`src/rtl/bulkin_pkg.sv`:
```
`timescale 1ns/1ps
package bulkin_pkg;
    localparam logic [1:0] PROT_BULK = 2'b10;
    localparam int SPD_HI  = 7;
    localparam int SPD_LO  = 6;
    localparam int PROT_HI = 5;
    localparam int PROT_LO = 4;
    localparam int EP_HI   = 3;
    localparam logic [1:0] SLOT_PAIR = 2'd2;
endpackage

```
`src/rtl/bulkin_rxbuf.sv`:
```
`timescale 1ns/1ps
module bulkin_rxbuf #(
    parameter int PKT_BYTES = 64,
    localparam int LEN_W = $clog2(PKT_BYTES + 1),
    localparam int IDX_W = $clog2(PKT_BYTES)
) (
    input  logic             clk,
    input  logic             rst_n,
    input  logic             dbl,
    input  logic [LEN_W-1:0] maxp,
    input  logic             wr_valid,
    input  logic [7:0]       wr_data,
    input  logic             wr_last,
    input  logic             rd_pop,
    input  logic             rd_done,
    output logic [7:0]       rd_data,
    output logic [LEN_W-1:0] rd_len,
    output logic [1:0]       cnt,
    output logic             slot_free,
    output logic             commit,
    output logic             drop
);
    import bulkin_pkg::*;

    typedef struct packed {
        logic [1:0]            cnt;
        logic                  wr_slot;
        logic                  rd_slot;
        logic [LEN_W-1:0]      wr_cnt;
        logic                  wr_bad;
        logic [IDX_W-1:0]      rd_idx;
        logic [1:0][LEN_W-1:0] len;
    } buf_st_t;

    buf_st_t q, d;
    logic    byte_ok;
    logic    wr_en;
    logic    rel;
    logic [7:0] mem [2][PKT_BYTES];

    always_comb begin
        d       = q;
        commit  = 1'b0;
        drop    = 1'b0;
        byte_ok = (q.wr_cnt < maxp) && (q.wr_cnt < LEN_W'(PKT_BYTES));
        wr_en   = wr_valid && byte_ok;
        rel     = rd_done && (q.cnt != 2'd0);
        if (wr_valid) begin
            if (byte_ok) d.wr_cnt = q.wr_cnt + 1'b1;
            else         d.wr_bad = 1'b1;
            if (wr_last) begin
                d.wr_cnt = '0;
                d.wr_bad = 1'b0;
                if (q.wr_bad || !byte_ok) begin
                    drop = 1'b1;
                end else begin
                    commit            = 1'b1;
                    d.len[q.wr_slot]  = q.wr_cnt + 1'b1;
                    d.wr_slot         = ~q.wr_slot;
                end
            end
        end
        if (rd_pop && (q.cnt != 2'd0)) d.rd_idx = q.rd_idx + 1'b1;
        if (rel) begin
            d.rd_idx  = '0;
            d.rd_slot = ~q.rd_slot;
        end
        d.cnt = q.cnt + {1'b0, commit} - {1'b0, rel};
    end

    always_ff @(posedge clk or negedge rst_n) begin
        if (!rst_n) q <= '0;
        else        q <= d;
    end

    always_ff @(posedge clk) begin
        if (wr_en) mem[q.wr_slot][q.wr_cnt[IDX_W-1:0]] <= wr_data;
    end

    assign rd_data   = mem[q.rd_slot][q.rd_idx];
    assign rd_len    = q.len[q.rd_slot];
    assign cnt       = q.cnt;
    assign slot_free = q.cnt < (dbl ? SLOT_PAIR : 2'd1);


    no_overflow_chk: assert property (@(posedge clk) disable iff (!rst_n)
        commit |-> (q.cnt < SLOT_PAIR));


    drop_keep_chk: assert property (@(posedge clk) disable iff (!rst_n)
        (drop && !rd_done) |=> $stable(q.cnt));
endmodule

```
`src/rtl/bulkin_nak_timer.sv`:
```
`timescale 1ns/1ps
module bulkin_nak_timer #(
    parameter int NAK_W = 16
) (
    input  logic             clk,
    input  logic             rst_n,
    input  logic [NAK_W-1:0] limit,
    input  logic             nak,
    input  logic             data_seen,
    input  logic             frame_tick,
    input  logic             clr,
    output logic             timeout
);
    typedef struct packed {
        logic             active;
        logic [NAK_W-1:0] cnt;
        logic             to;
    } nak_st_t;

    nak_st_t q, d;
    logic [NAK_W:0] next_cnt;

    always_comb begin
        d        = q;
        next_cnt = {1'b0, q.cnt} + 1'b1;
        if (frame_tick && q.active && !q.to && (limit != '0)) begin
            d.cnt = next_cnt[NAK_W-1:0];
            if (next_cnt >= {1'b0, limit}) d.to = 1'b1;
        end
        if (nak) d.active = 1'b1;
        if (data_seen) begin
            d.active = 1'b0;
            d.cnt    = '0;
        end
        if (clr) d = '0;
    end

    always_ff @(posedge clk or negedge rst_n) begin
        if (!rst_n) q <= '0;
        else        q <= d;
    end

    assign timeout = q.to;


    to_on_tick_chk: assert property (@(posedge clk) disable iff (!rst_n)
        $rose(q.to) |-> $past(frame_tick));


    zero_limit_chk: assert property (@(posedge clk) disable iff (!rst_n)
        ((limit == '0) && !q.to) |=> !q.to);
endmodule

```
`src/rtl/usb_bulk_in_ep.sv`:
```
`timescale 1ns/1ps
module usb_bulk_in_ep #(
    parameter int PKT_BYTES = 64,
    parameter int NAK_W = 16,
    localparam int LEN_W = $clog2(PKT_BYTES + 1)
) (
    input  logic             clk,
    input  logic             rst_n,
    input  logic [7:0]       cfg_type,
    input  logic             cfg_dbl_buf,
    input  logic [LEN_W-1:0] cfg_maxp,
    input  logic [NAK_W-1:0] cfg_nak_limit,
    input  logic             cfg_dma_en,
    input  logic [1:0]       cfg_autoreq,
    input  logic             cfg_int_en,
    input  logic             sw_req,
    input  logic             err_clr,
    input  logic             frame_tick,
    output logic             tok_valid,
    output logic [3:0]       tok_ep,
    output logic [1:0]       tok_speed,
    input  logic             lnk_nak,
    input  logic             lnk_dvalid,
    input  logic [7:0]       lnk_data,
    input  logic             lnk_dlast,
    output logic [7:0]       rd_data,
    output logic [LEN_W-1:0] rd_len,
    input  logic             rd_pop,
    input  logic             rd_done,
    output logic             pkt_rdy,
    output logic [1:0]       pkt_cnt,
    output logic             dma_req,
    output logic             irq,
    output logic             err_cfg,
    output logic             err_ovr,
    output logic             err_nak
);
    import bulkin_pkg::*;

    typedef struct packed {
        logic req;
        logic outst;
        logic tok;
        logic err_cfg;
        logic err_ovr;
    } ctl_st_t;

    ctl_st_t q, d;
    logic cfg_ok, auto_rearm, can_issue;
    logic slot_free, commit, drop, nak_to;
    logic [1:0] cnt;

    bulkin_rxbuf #(.PKT_BYTES(PKT_BYTES)) u_rxbuf (
        .clk       (clk),
        .rst_n     (rst_n),
        .dbl       (cfg_dbl_buf),
        .maxp      (cfg_maxp),
        .wr_valid  (lnk_dvalid),
        .wr_data   (lnk_data),
        .wr_last   (lnk_dlast),
        .rd_pop    (rd_pop),
        .rd_done   (rd_done),
        .rd_data   (rd_data),
        .rd_len    (rd_len),
        .cnt       (cnt),
        .slot_free (slot_free),
        .commit    (commit),
        .drop      (drop)
    );

    bulkin_nak_timer #(.NAK_W(NAK_W)) u_nak (
        .clk        (clk),
        .rst_n      (rst_n),
        .limit      (cfg_nak_limit),
        .nak        (lnk_nak),
        .data_seen  (lnk_dvalid),
        .frame_tick (frame_tick),
        .clr        (err_clr),
        .timeout    (nak_to)
    );

    always_comb begin
        d          = q;
        cfg_ok     = (cfg_type[PROT_HI:PROT_LO] == PROT_BULK);
        auto_rearm = cfg_dma_en && ((cfg_autoreq == 2'b01) || (cfg_autoreq == 2'b11));
        can_issue  = q.req && !q.outst && !q.tok && slot_free && cfg_ok
                     && !nak_to && !q.err_ovr;
        d.err_cfg  = !cfg_ok;
        d.tok      = can_issue;
        if (can_issue) d.outst = 1'b1;
        if (lnk_nak) d.outst = 1'b0;
        if (lnk_dvalid && lnk_dlast) begin
            d.outst = 1'b0;
            d.req   = auto_rearm;
        end
        if (drop) d.err_ovr = 1'b1;
        if (sw_req) d.req = 1'b1;
        if (err_clr) d.err_ovr = 1'b0;
    end

    always_ff @(posedge clk or negedge rst_n) begin
        if (!rst_n) q <= '0;
        else        q <= d;
    end

    assign tok_valid = q.tok;
    assign tok_ep    = cfg_type[EP_HI:0];
    assign tok_speed = cfg_type[SPD_HI:SPD_LO];
    assign pkt_cnt   = cnt;
    assign pkt_rdy   = (cnt != 2'd0);
    assign dma_req   = cfg_dma_en && pkt_rdy;
    assign err_cfg   = q.err_cfg;
    assign err_ovr   = q.err_ovr;
    assign err_nak   = nak_to;
    assign irq       = cfg_int_en &&
                       (q.err_cfg || q.err_ovr || nak_to || (!cfg_dma_en && pkt_rdy));


    cfg_block_chk: assert property (@(posedge clk) disable iff (!rst_n)
        q.err_cfg |-> !q.tok);


    tok_pulse_chk: assert property (@(posedge clk) disable iff (!rst_n)
        q.tok |=> !q.tok);


    tok_slot_chk: assert property (@(posedge clk) disable iff (!rst_n)
        q.tok |-> (cnt < (cfg_dbl_buf ? SLOT_PAIR : 2'd1)));


    nak_stop_chk: assert property (@(posedge clk) disable iff (!rst_n)
        (nak_to && $past(nak_to)) |-> !q.tok);
endmodule

```
`config.mk`:
```
export PLATFORM = sky130hd
export DESIGN_NAME = usb_bulk_in_ep
export DESIGN_NICKNAME = d
export VERILOG_FILES = /design/src/rtl/bulkin_pkg.sv /design/src/rtl/bulkin_rxbuf.sv /design/src/rtl/bulkin_nak_timer.sv /design/src/rtl/usb_bulk_in_ep.sv
export SDC_FILE = /design/constraint.sdc
export NUM_CORES = 1
export LEC_CHECK = 0
export CAP_MARGIN = 20
export CORE_UTILIZATION = 25
export DETAILED_ROUTE_END_ITERATION = 8
export GPL_ROUTABILITY_DRIVEN = 0
export PLACE_DENSITY = 0.4
export SYNTH_ARGS = -nofsm -noshare
export SYNTH_HDL_FRONTEND = slang
export SYNTH_SLANG_ARGS = --single-unit
```
`constraint.sdc`:
```
create_clock -name clk -period 2.9 [get_ports clk]
set_clock_uncertainty 0.2 [all_clocks]
set_input_delay 0.58 -clock clk [delete_from_list [all_inputs] [get_ports clk]]
set_output_delay 0.58 -clock clk [all_outputs]
set_load 0.02 [all_outputs]
```
; Yosys cells after proc, flatten, opt, wreduce, memory -nomap -nowiden
; Memories as Yosys holds them, arrays and structs flattened.
; Index checks and enable logic that the tools add are counted.
[totals]
reg_bits = 55
ramBits = 1024
in_bits = 54
output_inout_bits = 30
elab_cells = 123
n_memories = 1
[op_classes]
add_sub_neg = 5
n_lt_le_gt_ge = 10
eq_ne = 4
muxes = 35
bitwise_logic = 5
reduce_logical = 47
[memory_table]
columns = name, words, word_bits, read_ports, rd_clocked_by_memory_dff, wr, line
row1 = u_rxbuf.mem, 2, 512, 1, 0, 1, bulkin_rxbuf.sv:39  ; logic [7:0] mem [2][PKT_BYTES];
[ops]
columns = op, n
row1 = $mux 512, 1
row2 = $bmux 8 s6, 1
row3 = $demux 8 s6, 1
row4 = $mux 17, 2
row5 = $mux 8, 4
row6 = $mux 7, 4
row7 = $logic_and 1x1->1, 20
row8 = $mux 18, 1
row9 = $add 16x1->17 const B, 1
row10 = $ge 17x16->1, 1
row11 = $reduce_bool 16->1, 1
row12 = $mux 1, 15
row13 = $bwmux 14, 1
row14 = $ge 7x7->1 const B, 2
row15 = $not 6->7, 2
row16 = $reduce_bool 2->1, 7
row17 = $mux 6, 2
row18 = $reduce_bool 3->1, 3
row19 = $add 7x1->7 const B, 1
row20 = $demux 7 s1, 1
row21 = $logic_not 1->1, 7
row22 = $lt 7x1->1 const B, 1
row23 = $lt 7x7->1, 1
row24 = $lt 7x7->1 const B, 1
row25 = 14 further kinds, 25

; Depth between registers and ports, before layout
[depth]
ltp_word = 11
mapped_depth = 14

; Modules after synthesis
; A second synthesis with hierarchy kept.
[unflattened]
hier_cells = 2378
area_unflattened_um2 = 43701.9
[by_module_without_submodules]
columns = mod, n_inst, cells_each, area_per_inst_um2
row1 = bulkin_rxbuf, 1, 2175, 41877.7
row2 = bulkin_nak_timer, 1, 176, 1540.2
row3 = usb_bulk_in_ep, 1, 27, 284.0

; Worst setup path after synthesis
; OpenSTA, ideal clock, no wires.
[synth_path]
path_type = in2reg
from = in cfg_maxp[4]
to = mem u_rxbuf.mem[0][256] (netlist name) (enable)
setup_ns = 0.370
t_arrival_ns = 2.781
required_time_ns = 2.330
slack_ns = -0.451
cell_stages = 10
n_path_buf = 2
path_cell_list = inv_1 > ha_1 > a21oi_1 > nor2b_1 > o31ai_1 > o21a_1 > buf_4 > nand3_2 > buf_2 > nor2_1
[synth_between]
elab_chain_len = 5
[synth_lines]
columns = element, line
row1 = from (decl), usb_bulk_in_ep.sv:11  ; input logic [LEN_W-1:0] cfg_maxp,
row2 = $lt 7x7->1, bulkin_rxbuf.sv:45  ; byte_ok = (q.wr_cnt < maxp) && (q.wr_cnt < LEN_W'(PKT_BYTES));
row3 = $logic_and 1x1->1, bulkin_rxbuf.sv:45
row4 = $logic_and 1x1->1, bulkin_rxbuf.sv:46  ; wr_en = wr_valid && byte_ok;
row5 = $mux 1, bulkin_rxbuf.sv:77  ; if (wr_en) mem[q.wr_slot][q.wr_cnt[IDX_W-1:0]] <= wr_data;
row6 = $mux 512 (implied by the code), bulkin_rxbuf.sv:77
row7 = to (decl), bulkin_rxbuf.sv:39
; No other way between the ends.

; Worst setup path after layout
[layout_path]
from = reg u_rxbuf.q[28] (netlist name)
to = out rd_data[3]
[layout_between]
elab_chain_len = 4
[layout_lines]
columns = element, line
row1 = from (decl), bulkin_rxbuf.sv:35  ; buf_st_t q, d;
row2 = from (signal assigned), bulkin_rxbuf.sv:72  ; if (!rst_n) q <= '0;
row3 = from (signal assigned), bulkin_rxbuf.sv:73  ; else q <= d;
row4 = $mem_v2 2x512, -
row5 = $bmux 8 s6, bulkin_rxbuf.sv:80  ; assign rd_data = mem[q.rd_slot][q.rd_idx];
row6 = $mux 8 (implied by the code) (2 in a row), bulkin_rxbuf.sv:80
row7 = to (decl), usb_bulk_in_ep.sv:26  ; output logic [7:0] rd_data,
; No other way between the ends. The select of a mux whose other input is x is not followed.

==> run_results.csv <==
group,metric,value,unit
outcome,status,"finished with violations",
outcome,violations,"negative setup slack",
power_and_ir_drop,fin_total_pwr,0.0480,W
logic_synthesis,synthFlopType,"edfxtp_1",
place,place_ws,-1380,ps
logic_synthesis,yosys-top-cells-area,"edfxtp_1, mux4_2, dfrtp_1",
logic_synthesis,ys_seq_elements,1079,
floorplanning,die_h,418,um
floorplanning,chipWidth,418,um
power_and_ir_drop,p_leak,18.4,nW
setup_path,critPathLaunchType,"flop",
logic_synthesis,ys_types,54,
floorplanning,coreArea,172000,um^2
place,io_buffers,70,
final_layout,fin_nets,2823,
min_path,hold_depth,1,
route,viasPerCell,4.44,
route,route.final.wire_length,124,mm
floorplanning,pin_count,84,
route,wire_per_inst,24.1,um
logic_synthesis,synthCells,2231,
sta,fin_ws,-1360,ps
min_path,hold_class,"in -> reg",
grt,antenna_found_initial,6,
logic_synthesis,synth_area,43300,um^2
logic_synthesis,synth-seq-area-share,74.2,%
clock_network,numCtsBuffers,116,
grt,met2_usage,23.8,%
route,route.antenna.remaining_nets,0,
setup_path,crit_path_max_fanout,5,
setup_path,arrival,3480,ps
sta,setup_tns,-12710,ps
logic_synthesis,synth_area_per_cell,19.4,um^2
clock_network,cts_root_buf,"clkbuf_16",
sta,slew_headroom,50.6,%
sta,period_minus_slack,4260,ps
logic_synthesis,yosys.area.top_type,"edfxtp_1",
clock_network,cts_sinks,1079,
clock_network,h-tree-depth,3,
sta,max_clock_freq,235,MHz
sta,rsz0062_at_grt,"yes",
logic_synthesis,async_flop_share,5.10,%
setup_path,critical_path_class,"reg -> out",
floorplanning,row_count,152,
grt,top_usage_layer,"met2",
sta,setup_viol,15,
logic_synthesis,synth_top_cell_area_share,71.0,%
final_layout,layout-area-overhead-vs-synth,31.9,%
route,drtIter0Drc,1475,
grt,grt_max_degree,97,
setup_path,worstPathRequired,2120,ps
run,max-cap-violations,0,
setup_path,rr_worst_depth,10,
power_and_ir_drop,irDropWorstVdd,0.567,mV
sta,maxSlewViolCount,0,
logic_synthesis,synth-warning-count,0,
clock_network,cts_tree,"done",
sta,post-route-period-util,147,%
floorplanning,start_util,25.2,%
logic_synthesis,syn-num-nets,2313,
clock_network,clk_latency,760,ps
route,vias,22800,
clock_network,cts_buffer_depth,3,
logic_synthesis,synth_edf_count,1024,
grt,grt.met3_usage,1.93,%
route,drt-pass1-iter-count,5,
route,drc,0,
final_layout,utilization,33.2,%
grt,grt_first_pass_wirelength,178,mm
setup_path,end_kind,"primary output",
grt,first_global_vias,24500,
clock_network,worst_setup_hold_path_clk_slew,60,ps
grt,grt.total_usage,14.2,%
sta,final_hold_viol_count,0,
sta,worstMarginPinSlew,741,ps
grt,met1_usage,19.0,%
place,place_hpwl,81.1,mm
floorplanning,dieArea,175000,um^2
final_layout,drive_gt1_share,40.2,%
grt,overflow,0,
power_and_ir_drop,p_per_area,841,nW/um^2
sequential cells by signal (all words and copies together), names as in the netlist:
name and cells:
u_nak.timeout 1, u_rxbuf.cnt 2, q 2, tok_valid 1, u_rxbuf.q 30, u_rxbuf.mem 1024
err_cfg 1, u_nak.q 17, err_ovr 1
final timing paths:
kind	from	end	slack (ps)
hold reg to reg	q[4]	q[4]	280
setup reg to reg	u_rxbuf.q[25]	u_rxbuf.mem[1][439]	80
hold / removal	lnk_data[3]	u_rxbuf.mem[0][147]	120
max in group asynchronous	rst_n	u_rxbuf.q[24]	1540
setup / recovery	u_rxbuf.q[28]	rd_data[3]	-1360
min in group asynchronous	rst_n	u_rxbuf.q[5]	240
cells by family (layout without fill, tap and decap cells):
kind of cell    after synthesis  count (layout)  synth area share [%]
mux                         374             374                  15.7
xor+xnor                     43              43                 0.869
flops                      1079            1079                  74.2
compound gates              178             178                  2.83
other cells                   0               3                     0
buf+inv                     163             761                  1.68
simple gates                366             366                  3.98
fa+ha+maj                    28              28                 0.809
per-layer routing:
layer	vias to the layer above	share of wire (%)
met2	357	50
met4	0	2.5
met1	12200	45
met3	154	2.7
met5	-	0
li1	10100	-
layout make-up:
cell class                 count  area (um^2)
timing repair buffer         523         6550
antenna                        3         7.51
multi-input combinational    989        11900
inverter                      32          131
fill                       16400       115000
clock buffer                 161         3100
tap                         2310         2890
sequential                  1079        32100
clock inverter                45          460
power by group:
part / total [W] / switching (W) / internal (W)
combinational: 0.0164 / 0.00813 / 0.00828
clock: 0.0140 / 0.00613 / 0.00790
sequential: 0.0176 / 0.000197 / 0.0174
total: 0.0480 / 0.0144 / 0.0336
critical path: stages, from the launching register on:
cell and delay [ps]:
dfrtp_4 520, buf_12 160, buf_12 150, buf_12 140, buf_8 120, mux4_2 460, mux2i_2 250, o2111ai_1 220
a221oi_2 310, buf_4 200, nor2_4 60, buf_6 130
cell usage after synthesis (14+ instances only):
cell	number
edfxtp_1	1024
mux4_2	240
nor2_1	175
mux2i_1	105
nand2_1	84
dfrtp_1	55
buf_2	52
clkbuf_1	47
a21oi_1	37
inv_1	32
a211oi_1	31
mux2_2	29
ha_1	28
xor2_1	26
nand3_1	22
o21ai_0	22
nor2b_1	20
buf_1	18
o22ai_1	18
o2111ai_1	17
xnor2_1	17
buf_4	14
per-stage QoR:
step | instance area (um^2) | hold slack (ps) | instances
finish | 57200 | 123 | 5142
global route | 57100 | 96.6 | 5140
CTS | 56500 | 71.8 | 5113
detailed placement | 51600 | 274 | 4849
global placement | 51600 | 259 | 4849
floorplan | 44200 | 84.4 | 2231
what timing repair did:
| item | CTS | global route |
|---|---|---|
| buffers inserted | 49 | 28 |
| endpoints found under the hold margin | 29 | 0 |
| gates cloned | 10 | 2 |
| resized for setup | 212 | 74 |
| setup endpoints to repair | 26 | 122 |
| pin swaps | 31 | 31 |
| hold buffers | 2 | 0 |
placed cells by master (no fill, tap or decap), types with 8 or more instances in the layout:
master           synthesis  layout
clkinv_1                 0      15
clkbuf_1                47      42
buf_4                   14     262
buf_8                    0      10
o21ai_0                 22      15
a22oi_1                  8       8
a21oi_2                  0      12
mux2i_2                  0      12
clkinv_2                 0      16
a21oi_1                 37      22
mux2i_1                105      89
o2111ai_2                0       9
buf_16                   0      12
edfxtp_1              1024    1024
nand4_1                 11      11
clkdlybuf4s50_1          0      43
nor2b_1                 20      17
buf_6                    0      25
xor2_1                  26      26
xnor2_1                 17      16
nor2_2                   0      45
o211ai_1                11      11
o22ai_1                 18      16
nand3_1                 22      21
nor2_4                   0      88
a211oi_2                 0      12
nand2_1                 84      83
buf_12                   0     161
a211oi_1                31      16
clkbuf_16                0     118
nor2_1                 175      42
a221oi_2                 0       9
inv_1                   32      30
mux4_2                 240     240
dfrtp_1                 55      51
mux2_2                  29      26
ha_1                    28      25
(Power assumes the default switching activity.)
